`config.mk`:
```
export PLATFORM = sky130hd
export DESIGN_NAME = anf_nibble_subst
export DESIGN_NICKNAME = d
export VERILOG_FILES = /design/src/rtl/anf_pkg.sv /design/src/rtl/anf_mask_reg.sv /design/src/rtl/anf_lane.sv /design/src/rtl/anf_nibble_subst.sv
export SDC_FILE = /design/constraint.sdc
export NUM_CORES = 1
export LEC_CHECK = 0
export CORE_MARGIN = 10
export CORE_UTILIZATION = 54
export DETAILED_ROUTE_END_ITERATION = 10
export GPL_ROUTABILITY_DRIVEN = 1
export PLACE_DENSITY = 0.9
export SLEW_MARGIN = 10
export SYNTH_ARGS = -nofsm -noshare
export SYNTH_HDL_FRONTEND = slang
export SYNTH_SLANG_ARGS = --single-unit
export TNS_END_PERCENT = 50
```
`constraint.sdc`:
```
create_clock -name clk -period 2.1 [get_ports clk]
set_input_delay 0.42 -clock clk [delete_from_list [all_inputs] [get_ports clk]]
set_output_delay 0.42 -clock clk [all_outputs]
set_load 0.05 [all_outputs]
```
`src/rtl/anf_pkg.sv`:
```
package anf_pkg;
  localparam int LANE_W  = 4;
  localparam int LANES   = 8;
  localparam int LOAD_W  = 16;
  localparam int CNT_W   = 4;
  localparam int TERMS   = 2 ** LANE_W;
  localparam int MASK_W  = TERMS * LANE_W;
  localparam int DATA_W  = LANES * LANE_W;
endpackage

```
`src/rtl/anf_mask_reg.sv`:
```
module anf_mask_reg #(
  parameter int MASK_W = 64,
  parameter int LOAD_W = 16,
  parameter int CNT_W  = 4
) (
  input  logic              clk,
  input  logic              rst,
  input  logic              load_en,
  input  logic [LOAD_W-1:0] load_val,
  input  logic [CNT_W-1:0]  load_cnt,
  output logic [MASK_W-1:0] mask
);
  localparam int AMT_W = $clog2(LOAD_W + 1);
  localparam int CAT_W = MASK_W + LOAD_W;

  logic [AMT_W-1:0]  amt;
  logic [CAT_W-1:0]  cat;
  logic [MASK_W-1:0] mask_nxt;

  // a zero count is the full-width push
  always_comb begin
    if (load_cnt == '0) amt = AMT_W'(LOAD_W);
    else                amt = AMT_W'(load_cnt);
    cat      = {mask, load_val} << amt;
    mask_nxt = cat[CAT_W-1:LOAD_W];
  end

  always_ff @(posedge clk) begin
    if (rst)          mask <= '0;
    else if (load_en) mask <= mask_nxt;
  end
endmodule

```
`src/rtl/anf_lane.sv`:
```
module anf_lane #(
  parameter int W = 4
) (
  input  logic [W-1:0]          x,
  input  logic [(2**W)*W-1:0]   coef,
  output logic [W-1:0]          y
);
  localparam int TERMS = 2 ** W;

  logic [TERMS-1:0] mono;

  // monomial k: product of the input bits that are set in k (k=0 gives 1)
  for (genvar k = 0; k < TERMS; k++) begin : g_mono
    localparam logic [W-1:0] SEL = W'(k);
    assign mono[k] = &(x | ~SEL);
  end

  for (genvar j = 0; j < W; j++) begin : g_bit
    assign y[j] = ^(coef[j*TERMS +: TERMS] & mono);
  end
endmodule

```
`src/rtl/anf_nibble_subst.sv`:
```
module anf_nibble_subst
  import anf_pkg::*;
#(
  parameter int P_LANE_W = LANE_W,
  parameter int P_LANES  = LANES,
  parameter int P_LOAD_W = LOAD_W,
  parameter int P_CNT_W  = CNT_W,
  localparam int P_MASK_W = (2 ** P_LANE_W) * P_LANE_W,
  localparam int P_DATA_W = P_LANES * P_LANE_W
) (
  input  logic                clk,
  input  logic                rst,
  input  logic                load_en,
  input  logic [P_LOAD_W-1:0] load_val,
  input  logic [P_CNT_W-1:0]  load_cnt,
  input  logic                sub_en,
  input  logic [P_DATA_W-1:0] sub_in,
  output logic [P_DATA_W-1:0] sub_out,
  output logic                sub_valid,
  output logic [P_MASK_W-1:0] mask_out
);
  logic [P_MASK_W-1:0] mask;
  logic [P_DATA_W-1:0] lane_y;
  logic                accept;

  anf_mask_reg #(
    .MASK_W(P_MASK_W),
    .LOAD_W(P_LOAD_W),
    .CNT_W (P_CNT_W)
  ) u_mask (
    .clk     (clk),
    .rst     (rst),
    .load_en (load_en),
    .load_val(load_val),
    .load_cnt(load_cnt),
    .mask    (mask)
  );

  for (genvar i = 0; i < P_LANES; i++) begin : g_lane
    anf_lane #(.W(P_LANE_W)) u_lane (
      .x   (sub_in[i*P_LANE_W +: P_LANE_W]),
      .coef(mask),
      .y   (lane_y[i*P_LANE_W +: P_LANE_W])
    );
  end

  // a load in the same cycle wins; the request is dropped
  assign accept = sub_en & ~load_en;

  always_ff @(posedge clk) begin
    if (rst) begin
      sub_out   <= '0;
      sub_valid <= 1'b0;
    end else begin
      sub_valid <= accept;
      if (accept) sub_out <= lane_y;
    end
  end

  assign mask_out = mask;
endmodule

```
==> flow_summary.json, run 1 <==
{
  "io-pin-count": 153,
  "grt_use_total": 0.734,
  "root_buffer": "clkbuf_16",
  "cts_inserted_buffers": 9,
  "stop_error": "[ERROR GRT-0232] Routing congestion too high. Check the congestion heatmap in the GUI.",
  "grt_max_degree": 97,
  "cts_sinks": 97,
  "stop_stage": "global routing (5_1_grt)",
  "ys_warn_count": 0,
  "synth_edf_count": 0,
  "synthAdderAreaFrac": 0,
  "synthXorXnorAreaFrac": 0.216,
  "grt_worst_setup_endpoint": "sub_out[27]$_SDFFE_PP0P_/D",
  "grt_overflow": 82,
  "worst-ep-kind": "register input",
  "place_congestion": 1.09,
  "syn_avg_cell_area_um2": 7.46,
  "synth-async-reset-ratio": 0,
  "dp_hpwl_mm": 50.0,
  "synth_compound_area_frac": 0.168,
  "rows": 62,
  "post-place-cells": 2755,
  "synth_cells": 2108,
  "ctsHtreeMaxLevel": 3,
  "synthSimpleGateAreaFrac": 0.243,
  "synthFlopType": "dfxtp_1",
  "ys_ff_latch": 97,
  "syn_area_um2": 15700,
  "muxShareOfSynthArea": 0.166,
  "yosysUniqueCellTypes": 74,
  "start_util": 0.548,
  "die_h_um": 191,
  "status": "did not finish",
  "synth_top_family_by_area": "simple AND/OR/NAND/NOR gates",
  "syn_nets": 2164,
  "die_width_um": 191,
  "io_buffers": 152,
  "cts_buffer_depth": 2,
  "ys_seq_area_frac": 0.123
}
## metrics by stage
step	area, µm²	worst slack [ps]	setup TNS, ps	hold WS [ps]	utilization
floorplan	15900	-74.8	-190	575	-
global placement	19800	-523	-22190	455	0.688
detailed placement	19800	-647	-28980	475	0.688
CTS	20800	-62.5	-308	485	0.724
## repair_timing
action | CTS
hold buffers | 0
gates resized for setup | 136
gates cloned | 2
setup buffers | 36
setup endpoints to repair | 38
pin swaps | 62
## metal layers
| layer | GRT overflow | track usage |
|---|---|---|
| met1 | 3 | 0.712 |
| met5 | 1 | 0.465 |
| met3 | 2 | 0.705 |
| met4 | 30 | 0.667 |
| met2 | 46 | 0.839 |
## Yosys cell counts, drive strengths merged (22+ instances only)
library cell    n  share of area
clkbuf        100          0.024
nand3          76          0.024
nand2         475           0.11
inv            28         0.0067
nand2b         22         0.0087
buf           148          0.053
and3b          36          0.020
o211ai         39          0.019
a211oi         54          0.027
dfxtp          97           0.12
xor2          121          0.067
xnor2         166          0.092
xnor3          36          0.052
mux2i          95          0.060
mux4           69          0.099
nor2          125          0.030
a21oi          64          0.021
o21ai         109          0.035
a21boi         41          0.020
## kinds of logic after synthesis
group | Yosys count
AND/OR/NAND/NOR | 841
multiplexers | 173
buffers and inverters | 279
flip-flops | 97
XOR/XNOR | 326
AO/OA/AOI/OAI | 392
==> run 2: changes to the inputs <==
--- a/config.mk
+++ b/config.mk
@@ -6,10 +6,10 @@
 export NUM_CORES = 1
 export LEC_CHECK = 0
 export CORE_MARGIN = 10
-export CORE_UTILIZATION = 54
+export CORE_UTILIZATION = 40
 export DETAILED_ROUTE_END_ITERATION = 10
 export GPL_ROUTABILITY_DRIVEN = 1
-export PLACE_DENSITY = 0.9
+export PLACE_DENSITY_LB_ADDON = 0.15
 export SLEW_MARGIN = 10
 export SYNTH_ARGS = -nofsm -noshare
 export SYNTH_HDL_FRONTEND = slang
==> constraint.sdc (replaced) <==
create_clock -name clk -period 2.7 [get_ports clk]
set_input_delay 0.54 -clock clk [delete_from_list [all_inputs] [get_ports clk]]
set_output_delay 0.54 -clock clk [all_outputs]
set_load 0.05 [all_outputs]
==> flow_summary.json, run 2 <==
{
  "cts_sinks": 97,
  "cts_tree": "done",
  "largest-register": "u_mask.mask",
  "synthTopCellsByCount": "475 x nand2_1, 166 x xnor2_1, 125 x nor2_1",
  "drc": 0,
  "synthFlopType": "dfxtp_1",
  "cts_buffer_depth": 2,
  "ys_warn_count": 0,
  "synth_edf_count": 0,
  "die_width_um": 218,
  "area_growth_pct": 23.7,
  "critPathArrivalTime_ps": 2120,
  "power_mw": 7.84,
  "final_cell_mix": "475 x nand2_1, 297 x buf_4, 166 x xnor2_1, 125 x nor2_1, 121 x xor2_1",
  "setup_violations": 0,
  "p_leak_nw": 7.98,
  "mostFrequentLayoutCell": "nand2_1",
  "die_area_um2": 47700,
  "post-place-cells": 2813,
  "yosysTopAreaCellShare": 0.123,
  "final_area_um2": 19500,
  "top_regs": "u_mask.mask x64, sub_out x32, sub_valid x1",
  "ys_seq_area_frac": 0.123,
  "worstMarginPinSlew_ps": 959,
  "maxCapViolations": 0,
  "num_vias": 17100,
  "synth-async-reset-ratio": 0,
  "io-pin-count": 153,
  "status": "finished, final reports clean",
  "hold_viol_final": 0,
  "synth_most_common_cell": "nand2_1",
  "grt_pass1_wl_mm": 108,
  "post_dp_cell_area_um2": 19200,
  "critPathLaunchType": "register",
  "avgViaCountPerCell": 6.06,
  "cts.repair.resized": 7,
  "largest_reg_flops": 64,
  "grt_pass1_vias": 16500,
  "maxSlewViolCount": 0,
  "cts_setup_buffers": 0,
  "io_buffers": 152,
  "synthAdderAreaFrac": 0,
  "ant_nets": 0,
  "yosys.area.top_type": "dfxtp_1",
  "clock_latency_ps": 400,
  "synthSimpleGateAreaFrac": 0.243,
  "finalWirelength_mm": 73.5,
  "grt_use_total": 0.302,
  "grt_overflow": 0,
  "peakVddDrop_v": 0.000338,
  "min_path_type": "register to register",
  "critPathKind": "register to primary output",
  "critPathLaunch": "u_mask.mask[63]",
  "core_um2": 38700,
  "antenna_found_initial": 1,
  "syn_avg_cell_area_um2": 7.46,
  "path_clk_slew_ps": 90,
  "dp_hpwl_mm": 54.0,
  "synth_cells": 2108,
  "crit_required_ps": 2160,
  "syn_area_um2": 15700,
  "ctsHoldBuffers": 0,
  "drt_pre_antenna_iters": 6,
  "grt_max_degree": 77,
  "final_layout_size_suffix_gt1_frac": 0.198,
  "stdcell_count": 2829,
  "rows": 72,
  "diodes": 0,
  "reg2reg_from": "u_mask.mask[57]",
  "cts_inserted_buffers": 9,
  "max_slew_margin": 0.360,
  "max_freq_mhz": 376,
  "fillers": 3839,
  "synth_compound_area_frac": 0.168,
  "synth_top_family_by_area": "simple AND/OR/NAND/NOR gates",
  "critPathCaptureType": "primary output",
  "syn_nets": 2164,
  "cellPowerDensity_nw_per_um2": 403,
  "num-nets-final": 2362,
  "die_h_um": 218,
  "ys_ff_latch": 97,
  "start_util": 0.406,
  "hold_ws_ps": 477,
  "synthXorXnorAreaFrac": 0.216,
  "place_congestion": 1.00,
  "grt_setup_unrepaired": "no",
  "min_period_ps": 2660,
  "first_iter_violations": 2039,
  "wl_per_cell_um": 26.0,
  "fin_skew_ps": 20.3,
  "post-route-period-util": 0.984,
  "root_buffer": "clkbuf_16",
  "yosysUniqueCellTypes": 74,
  "timing.setup.tns_ps": 0,
  "min_from": "sub_out[18]",
  "ctsHtreeMaxLevel": 3,
  "synth_area_leaders": "dfxtp_1 12%, nand2_1 11%, mux4_2 9.9%",
  "critPathMaxFanout": 8,
  "muxShareOfSynthArea": 0.166
}
## run 2: cell counts after synthesis
No cell type changed its count.
## run 2: kinds of logic (layout without fill, tap and decap cells)
group	Yosys count	in the layout
xor gates and xnor gates	326	326
and+or+nand+nor	841	841
buffers and inverters	279	482
muxes	173	173
DFF	97	97
AOI/OAI and AO/OA	392	392
## run 2: stage by stage
step / util / worst slack [ps]
floorplan: - / 335
global placement: 0.495 / -154
detailed placement: 0.495 / -165
CTS: 0.502 / 39.9
global route: 0.502 / 27.9
finish: 0.502 / 42.9
## run 2: worst paths after layout
kind / slack [ps] / end / cells after the start
max: 40 / mask_out[63] / 2
max reg2reg: 170 / sub_out[7] / 7
min reg2reg: 480 / sub_out[18] / 2
min: 480 / sub_out[18] / 2
## run 2: where the power goes
part           internal [mW]  total [mW]  switching (mW)
Combinational           1.98        4.54            2.56
Clock                  0.689        1.44           0.747
Sequential              1.56        1.86           0.302
Total                   4.23        7.84            3.61
## run 2: layout make-up
| type | instances | area (µm²) | area share |
|---|---|---|---|
| clock buffer | 12 | 256 | 0.0132 |
| timing repair buffer | 435 | 3990 | 0.205 |
| clock inverter | 4 | 35.0 | 0.00180 |
| sequential | 97 | 1950 | 0.100 |
| inverter | 31 | 116 | 0.00598 |
| tap | 518 | 648 | 0.0333 |
| multi-input combinational | 1732 | 12500 | 0.640 |
## run 2: per-layer routing
| metal | vias to the layer above | wire [µm] | global-route usage |
|---|---|---|---|
| met5 | - | 0 | 0 |
| met4 | 0 | 3310 | 0.145 |
| met3 | 159 | 8220 | 0.0604 |
| met2 | 1105 | 30900 | 0.445 |
| met1 | 8177 | 31100 | 0.414 |
| li1 | 7690 | - | - |
## run 2: critical path, cell delays in order (launching register included)
cell and delay (ps):
dfxtp_1 590, buf_4 290, clkdlybuf4s50_1 830
Power figures use the tool's default switching activity.
